## src/rtl/rsw_pkg.sv

```systemverilog
package rsw_pkg;
  localparam int CRS_W = 2;
  localparam int FIN_W = 3;
  localparam int POS_W = CRS_W + FIN_W;

  typedef enum logic [1:0] {
    ST_IDLE,
    ST_ISSUE,
    ST_HOLD,
    ST_DONE
  } rsw_state_e;
endpackage

```

## src/rtl/rsw_sweep_ctr.sv

```systemverilog
module rsw_sweep_ctr
  import rsw_pkg::*;
#(
  parameter int TRIALS = 8,
  localparam int TW = (TRIALS > 1) ? $clog2(TRIALS) : 1
) (
  input  logic             clk,
  input  logic             rst_n,
  input  logic             clr_i,
  input  logic             step_i,
  output logic [POS_W-1:0] pos_o,
  output logic             last_trial_o,
  output logic             last_pos_o
);
  logic [TW-1:0]    trial_q;
  logic [POS_W-1:0] pos_q;

  always_ff @(posedge clk or negedge rst_n) begin
    if (!rst_n) begin
      trial_q <= '0;
      pos_q   <= '0;
    end else if (clr_i) begin
      trial_q <= '0;
      pos_q   <= '0;
    end else if (step_i) begin
      if (last_trial_o) begin
        trial_q <= '0;
        pos_q   <= pos_q + 1'b1;
      end else begin
        trial_q <= trial_q + 1'b1;
      end
    end
  end

  assign pos_o        = pos_q;
  assign last_trial_o = (trial_q == TW'(TRIALS - 1));
  assign last_pos_o   = (pos_q == {POS_W{1'b1}});


  pos_hold_chk: assert property (@(posedge clk) disable iff (!rst_n)
    (step_i && !clr_i && !last_trial_o) |=> $stable(pos_q));
endmodule

```

## src/rtl/rsw_group_slot.sv

```systemverilog
module rsw_group_slot
  import rsw_pkg::*;
(
  input  logic             clk,
  input  logic             rst_n,
  input  logic             clr_i,
  input  logic             sample_i,
  input  logic             pos_end_i,
  input  logic             hit_i,
  input  logic             train_on_i,
  input  logic [POS_W-1:0] cur_pos_i,
  output logic             locked_o,
  output logic             pass_o,
  output logic [POS_W-1:0] setting_o
);
  logic             locked_q;
  logic             miss_q;
  logic [POS_W-1:0] store_q;

  assign pass_o = !locked_q && !miss_q && hit_i;

  always_ff @(posedge clk or negedge rst_n) begin
    if (!rst_n) begin
      locked_q <= 1'b0;
      miss_q   <= 1'b0;
      store_q  <= '0;
    end else if (clr_i) begin
      locked_q <= 1'b0;
      miss_q   <= 1'b0;
    end else if (sample_i) begin
      if (pos_end_i) begin
        miss_q <= 1'b0;
        if (pass_o) begin
          locked_q <= 1'b1;
          store_q  <= cur_pos_i;
        end
      end else begin
        miss_q <= miss_q | ~hit_i;
      end
    end
  end

  assign locked_o  = locked_q;
  assign setting_o = (train_on_i && !locked_q) ? cur_pos_i : store_q;


  lock_keep_chk: assert property (@(posedge clk) disable iff (!rst_n)
    (locked_q && !clr_i) |=> (locked_q && $stable(store_q)));
endmodule

```

## src/rtl/rsw_train_top.sv

```systemverilog
module rsw_train_top
  import rsw_pkg::*;
#(
  parameter int NUM_GRP   = 2,
  parameter int TRIALS    = 8,
  parameter int BURST_CYC = 4,
  localparam int BW = (BURST_CYC > 1) ? $clog2(BURST_CYC) : 1
) (
  input  logic                     clk,
  input  logic                     rst_n,
  input  logic                     init_go,
  input  logic                     retrain_req,
  output logic                     train_act,
  output logic                     train_done,
  output logic                     train_err,
  output logic                     rd_valid,
  input  logic                     rd_ready,
  input  logic [NUM_GRP-1:0]       det_hit,
  output logic [CRS_W*NUM_GRP-1:0] grp_coarse,
  output logic [FIN_W*NUM_GRP-1:0] grp_fine
);
  rsw_state_e       state_q, state_d;
  logic [BW-1:0]    beat_q;
  logic             err_q;
  logic             start, sample, last_beat;
  logic             last_trial, last_pos;
  logic [POS_W-1:0] cur_pos;
  logic [NUM_GRP-1:0] locked, pass;
  logic             all_next;

  assign start     = (state_q == ST_IDLE) && (init_go || retrain_req);
  assign last_beat = (beat_q == BW'(BURST_CYC - 1));
  assign sample    = (state_q == ST_HOLD) && last_beat;
  assign all_next  = &(locked | (pass & {NUM_GRP{last_trial}}));

  rsw_sweep_ctr #(.TRIALS(TRIALS)) u_ctr (
    .clk          (clk),
    .rst_n        (rst_n),
    .clr_i        (start),
    .step_i       (sample),
    .pos_o        (cur_pos),
    .last_trial_o (last_trial),
    .last_pos_o   (last_pos)
  );

  for (genvar g = 0; g < NUM_GRP; g++) begin : g_slot
    logic [POS_W-1:0] setting;
    rsw_group_slot u_slot (
      .clk        (clk),
      .rst_n      (rst_n),
      .clr_i      (start),
      .sample_i   (sample),
      .pos_end_i  (last_trial),
      .hit_i      (det_hit[g]),
      .train_on_i (train_act),
      .cur_pos_i  (cur_pos),
      .locked_o   (locked[g]),
      .pass_o     (pass[g]),
      .setting_o  (setting)
    );
    assign grp_coarse[CRS_W*g +: CRS_W] = setting[POS_W-1:FIN_W];
    assign grp_fine[FIN_W*g +: FIN_W]   = setting[FIN_W-1:0];
  end

  always_comb begin
    state_d = state_q;
    unique case (state_q)
      ST_IDLE:  if (start) state_d = ST_ISSUE;
      ST_ISSUE: if (rd_ready) state_d = ST_HOLD;
      ST_HOLD: begin
        if (last_beat) begin
          if (last_trial && (all_next || last_pos)) state_d = ST_DONE;
          else                                      state_d = ST_ISSUE;
        end
      end
      ST_DONE:  state_d = ST_IDLE;
      default:  state_d = ST_IDLE;
    endcase
  end

  always_ff @(posedge clk or negedge rst_n) begin
    if (!rst_n) begin
      state_q <= ST_IDLE;
      beat_q  <= '0;
      err_q   <= 1'b0;
    end else begin
      state_q <= state_d;
      if (state_q == ST_HOLD) beat_q <= last_beat ? '0 : beat_q + 1'b1;
      else                    beat_q <= '0;
      if (start)
        err_q <= 1'b0;
      else if (sample && last_trial && last_pos && !all_next)
        err_q <= 1'b1;
    end
  end

  assign train_act  = (state_q != ST_IDLE);
  assign train_done = (state_q == ST_DONE);
  assign train_err  = err_q;
  assign rd_valid   = (state_q == ST_ISSUE);


  stall_hold_chk: assert property (@(posedge clk) disable iff (!rst_n)
    (rd_valid && !rd_ready) |=> (rd_valid && $stable(grp_coarse) && $stable(grp_fine)));


  burst_hold_chk: assert property (@(posedge clk) disable iff (!rst_n)
    (state_q == ST_HOLD && !last_beat) |=> ($stable(grp_coarse) && $stable(grp_fine)));


  done_pulse_chk: assert property (@(posedge clk) disable iff (!rst_n)
    train_done |=> (!train_act && !train_done));


  err_rise_chk: assert property (@(posedge clk) disable iff (!rst_n)
    $rose(train_err) |-> train_done);


  err_clear_chk: assert property (@(posedge clk) disable iff (!rst_n)
    $fell(train_err) |-> train_act);
endmodule

```

## config.mk

```make
export PLATFORM = sky130hd
export DESIGN_NAME = rsw_train_top
export DESIGN_NICKNAME = d
export VERILOG_FILES = /design/src/rtl/rsw_pkg.sv /design/src/rtl/rsw_sweep_ctr.sv /design/src/rtl/rsw_group_slot.sv /design/src/rtl/rsw_train_top.sv
export SDC_FILE = /design/constraint.sdc
export NUM_CORES = 1
export LEC_CHECK = 0
export BUFFER_PORTS_ARGS = -buffer_cell sky130_fd_sc_hd__buf_2
export CAP_MARGIN = 10
export CORE_MARGIN = 2
export CORE_UTILIZATION = 59
export CTS_BUF_LIST = sky130_fd_sc_hd__clkbuf_16
export DETAILED_ROUTE_END_ITERATION = 16
export PLACE_DENSITY = 0.93
export SYNTH_ARGS = -nofsm -noshare
export SYNTH_HDL_FRONTEND = slang
export SYNTH_SLANG_ARGS = --single-unit
```

## constraint.sdc

```tcl
create_clock -name clk -period 5 [get_ports clk]
set_input_delay 1 -clock clk [delete_from_list [all_inputs] [get_ports clk]]
set_output_delay 1 -clock clk [all_outputs]
set_load 0.005 [all_outputs]
```

==> results by group <==
Clock network
  • CTS tree: yes
  • Clock latency on the worst-skew pair: 0.26 ns
  • Hold Buf Count CTS: 0
  • CTS H-Tree Depth: 1
  • Clock sink count: 27
  • Root Driver: clkbuf_16
  • TritonCTS Buffers: 3
  • Clk slew on worst S/H paths: 0.06 ns
  • Post-CTS sizing: 0
  • Post-CTS Setup Bufs: 0
  • Max Root-Sink Buffers: 2

Logic synthesis
  • Mapped Cells: 117
  • Synthesized Nets: 129
  • Post-synthesis sequential area ratio: 48.7%
  • XOR/XNOR Fraction of Synth Area: 0.632%
  • Mux contribution to synthesized area: 17.6%
  • Synth cell types: 36
  • Synth Area per Inst: 11.8 um2
  • Yosys reg bits: 27
  • Post-synthesis compound-gate area fraction: 10.1%
  • YS warnings: 0
  • Post-Synth Simple-Gate Area: 13.8%
  • Largest family of logic cells by synthesized area: multiplexers
  • Synth Area in Adders: 4.51%
  • Synthesized area: 1390 um2

Cells and area
  • Final core utilization: 70.5%
  • Design area: 1560 um2
  • Area growth syn-to-layout: 12.5%
  • # diodes: 0
  • Nets: 148
  • Layout cells sized above 1: 34.1%

Global route
  • Global-route total usage across every layer: 24.5%
  • Initial antenna violation count: 0
  • Vias in the first global route: 987
  • Largest net degree at the start of global routing: 28
  • First-pass GRT wire length: 4780 um
  • Global route overflow: 0

Drt
  • M1 wire length: 1280 um
  • Total wire length: 2950 um
  • Uppermost layer routed: met4
  • Overall via count from detail_route: 1,003
  • Post-route ant nets: 0
  • DR WL/cell: 18.1 um
  • Met2 routed WL: 1470 um
  • DR WL met3: 138 um
  • DRC: 0
  • Vias/cell: 6.15
  • First drt pass iteration count: 4
  • DR iter-0 viols: 31

Setup path
  • Worst setup path class: reg -> out
  • R2R Path End: g_slot[0].u_slot.store_q[0]
  • Internal reg-to-reg setup slack: 2.53 ns
  • CP Capture Point: grp_coarse[3]
  • CP required: 4.00 ns
  • CP cell instances: o21ai_1 > mux2_2 > buf_2
  • Worst r2r src: u_ctr.trial_q[0]
  • Crit. End Element: primary output
  • Setup crit start: state_q[1]
  • CP Launch Type: flop
  • Crit path DAT: 1.72 ns
  • Slowest stage delay, CP: 0.47 ns
  • Worst Reg-to-Reg Cells: 5
  • Worst path slowest cell: dfrtp_1
  • Crit path max fanout: 9

Min path
  • Worst min path class: reg -> reg

Floorplan
  • Die ar.: 2750 um2
  • I/O pins: 21
  • Starting Density: 62.7%
  • FP Rows: 17
  • Core region area: 2210 um2
  • Die Y-Extent: 52.5 um
  • Die width: 52.5 um

STA
  • Final Max Slew Viols: 0
  • Fin Setup TNS: 0 ns
  • Fin. Hold Viols: 0
  • Final setup margin: 2.28 ns
  • Least-Margin Pin Slew: 0.598 ns
  • Final critical-path share of the clock period: 54.4%
  • Fin crit period: 2.72 ns
  • Peak Freq: 0.368 GHz
  • Clock Skew: 0.00209 ns
  • Final count of negative-setup-slack endpoints: 0
  • RSZ-0062 raised after global routing: false
  • Max_slew headroom: 60.2%

Placement
  • Post-detail-place hpwl: 1990 um
  • Routability cong.: 0.878
  • Place WS: 2.56 ns
  • Placed Area: 1480 um2
  • PortBufs: 20

Power
  • Pwr dens: 362 nW/um2
  • Max VDD drop: 297 uV
  • Leak: 0.868 nW

Flow run
  • Maximum Capacitance Violations: 0

Status
  • Status: finished clean
synth_stat cells:
library cell   n  area (um2)
dfrtp_1       27         676
mux2_2        15         169
a21oi_1        6        30.0
inv_1          6        22.5
ha_1           5        62.6
mux2_4         5        75.1
o21ai_0        5        25.0
nor2_1         4        15.0
a22o_1         3        26.3
and2_1         3        18.8
clkbuf_1       3        11.3
nand2_1        3        11.3
nand3_1        3        15.0
and3_1         2        12.5
and3b_1        2        17.5
buf_6          2        22.5
o211a_1        2        20.0
o21ai_1        2        10.0
or3_1          2        12.5
a211oi_1       1        7.51
a21o_1         1        7.51
a22oi_1        1        7.51
and2b_1        1        7.51
and3b_2        1        10.0
buf_4          1        7.51
nand2b_1       1        6.26
nand3b_1       1        7.51
nand4b_1       1        8.76
nor2b_1        1        6.26
nor3_1         1        5.00
nor3b_1        1        7.51
o22ai_1        1        6.26
or2_2          1        6.26
or4b_1         1        10.0
or4b_4         1        13.8
xor2_1         1        8.76
kinds of logic after synthesis:
logic type / Yosys count
multiplexers: 20
adder cells (fa/ha/maj): 5
buffers and inverters: 12
flip-flops: 27
AND/OR/NAND/NOR: 30
AO/OA/AOI/OAI: 22
XOR/XNOR: 1
area by class of cell:
type	instances	area (um2)
clock buffers	3	75.1
clock inverters	1	3.75
fillers	152	653
inverters	6	22.5
multi-input cells	78	647
flip-flops and latches	27	676
well taps	28	35.0
repair buffers	20	100
worst min-delay path by stage:
stage                   start   endpoint  slack (ns)  cells past startpoint
CTS                 beat_q[0]  beat_q[0]        0.46                      1
global route        beat_q[0]  beat_q[0]        0.46                      1
floorplan           beat_q[0]  beat_q[0]        0.42                      1
detailed placement  beat_q[0]  beat_q[0]        0.45                      1
global placement    beat_q[0]  beat_q[0]        0.43                      1
finish              beat_q[0]  beat_q[0]        0.45                      1
registers in the layout, summed over array words and instances, names as in the netlist:
| signal | flops |
|---|---|
| g_slot.u_slot.store_q | 10 |
| u_ctr.pos_o | 5 |
| u_ctr.trial_q | 3 |
| beat_q | 2 |
| g_slot.u_slot.locked_o | 2 |
| g_slot.u_slot.miss_q | 2 |
| state_q | 2 |
| train_err | 1 |
power breakdown:
part	internal, mW	leakage [nW]	switching [mW]
clock network	0.107	0.0423	0.0720
registers	0.229	0.374	0.0184
logic	0.0549	0.452	0.0820
total	0.391	0.868	0.172
stage by stage:
stage / hold slack [ns] / instances / total power [mW]
2_1_floorplan: 0.416 / 117 / 0.344
3_3_place_gp: 0.426 / 159 / 0.376
3_5_place_dp: 0.446 / 159 / 0.383
4_1_cts: 0.458 / 163 / 0.562
5_1_grt: 0.464 / 163 / 0.584
6_report: 0.453 / 163 / 0.564
routing by layer:
layer | up-vias | track usage (%)
met5 | - | 0
met4 | 0 | 10.3
met3 | 9 | 4.29
met2 | 37 | 39.0
met1 | 503 | 32.9
li1 | 454 | -
layout by cell type (no fill, tap or decap):
cell type,netlist,routed
dfrtp_1,27,27
buf_2,0,20
mux2_2,15,15
inv_1,6,7
a21oi_1,6,6
mux2_4,5,5
o21ai_0,5,5
ha_1,5,5
nor2_1,4,4
and2_1,3,3
nand2_1,3,3
a22o_1,3,3
nand3_1,3,3
clkbuf_16,0,3
o21ai_1,2,2
and3_1,2,2
o211a_1,2,2
and3b_1,2,2
or3_1,2,2
nor2b_1,1,1
and2b_1,1,1
nor3b_1,1,1
or2_2,1,1
and3b_2,1,1
nand3b_1,1,1
nor3_1,1,1
a21o_1,1,1
nand4b_1,1,1
or4b_4,1,1
o22ai_1,1,1
a211oi_1,1,1
nand2b_1,1,1
a22oi_1,1,1
or4b_1,1,1
xor2_1,1,1
critical path: cells and delay by family, from the launching register on:
| family | cells | cell delay [ns] |
|---|---|---|
| flops | 1 | 0.47 |
| compound gates | 1 | 0.46 |
| mux | 1 | 0.40 |
| buf+inv | 1 | 0.13 |
Note: power is estimated with default switching activity, not from simulation.
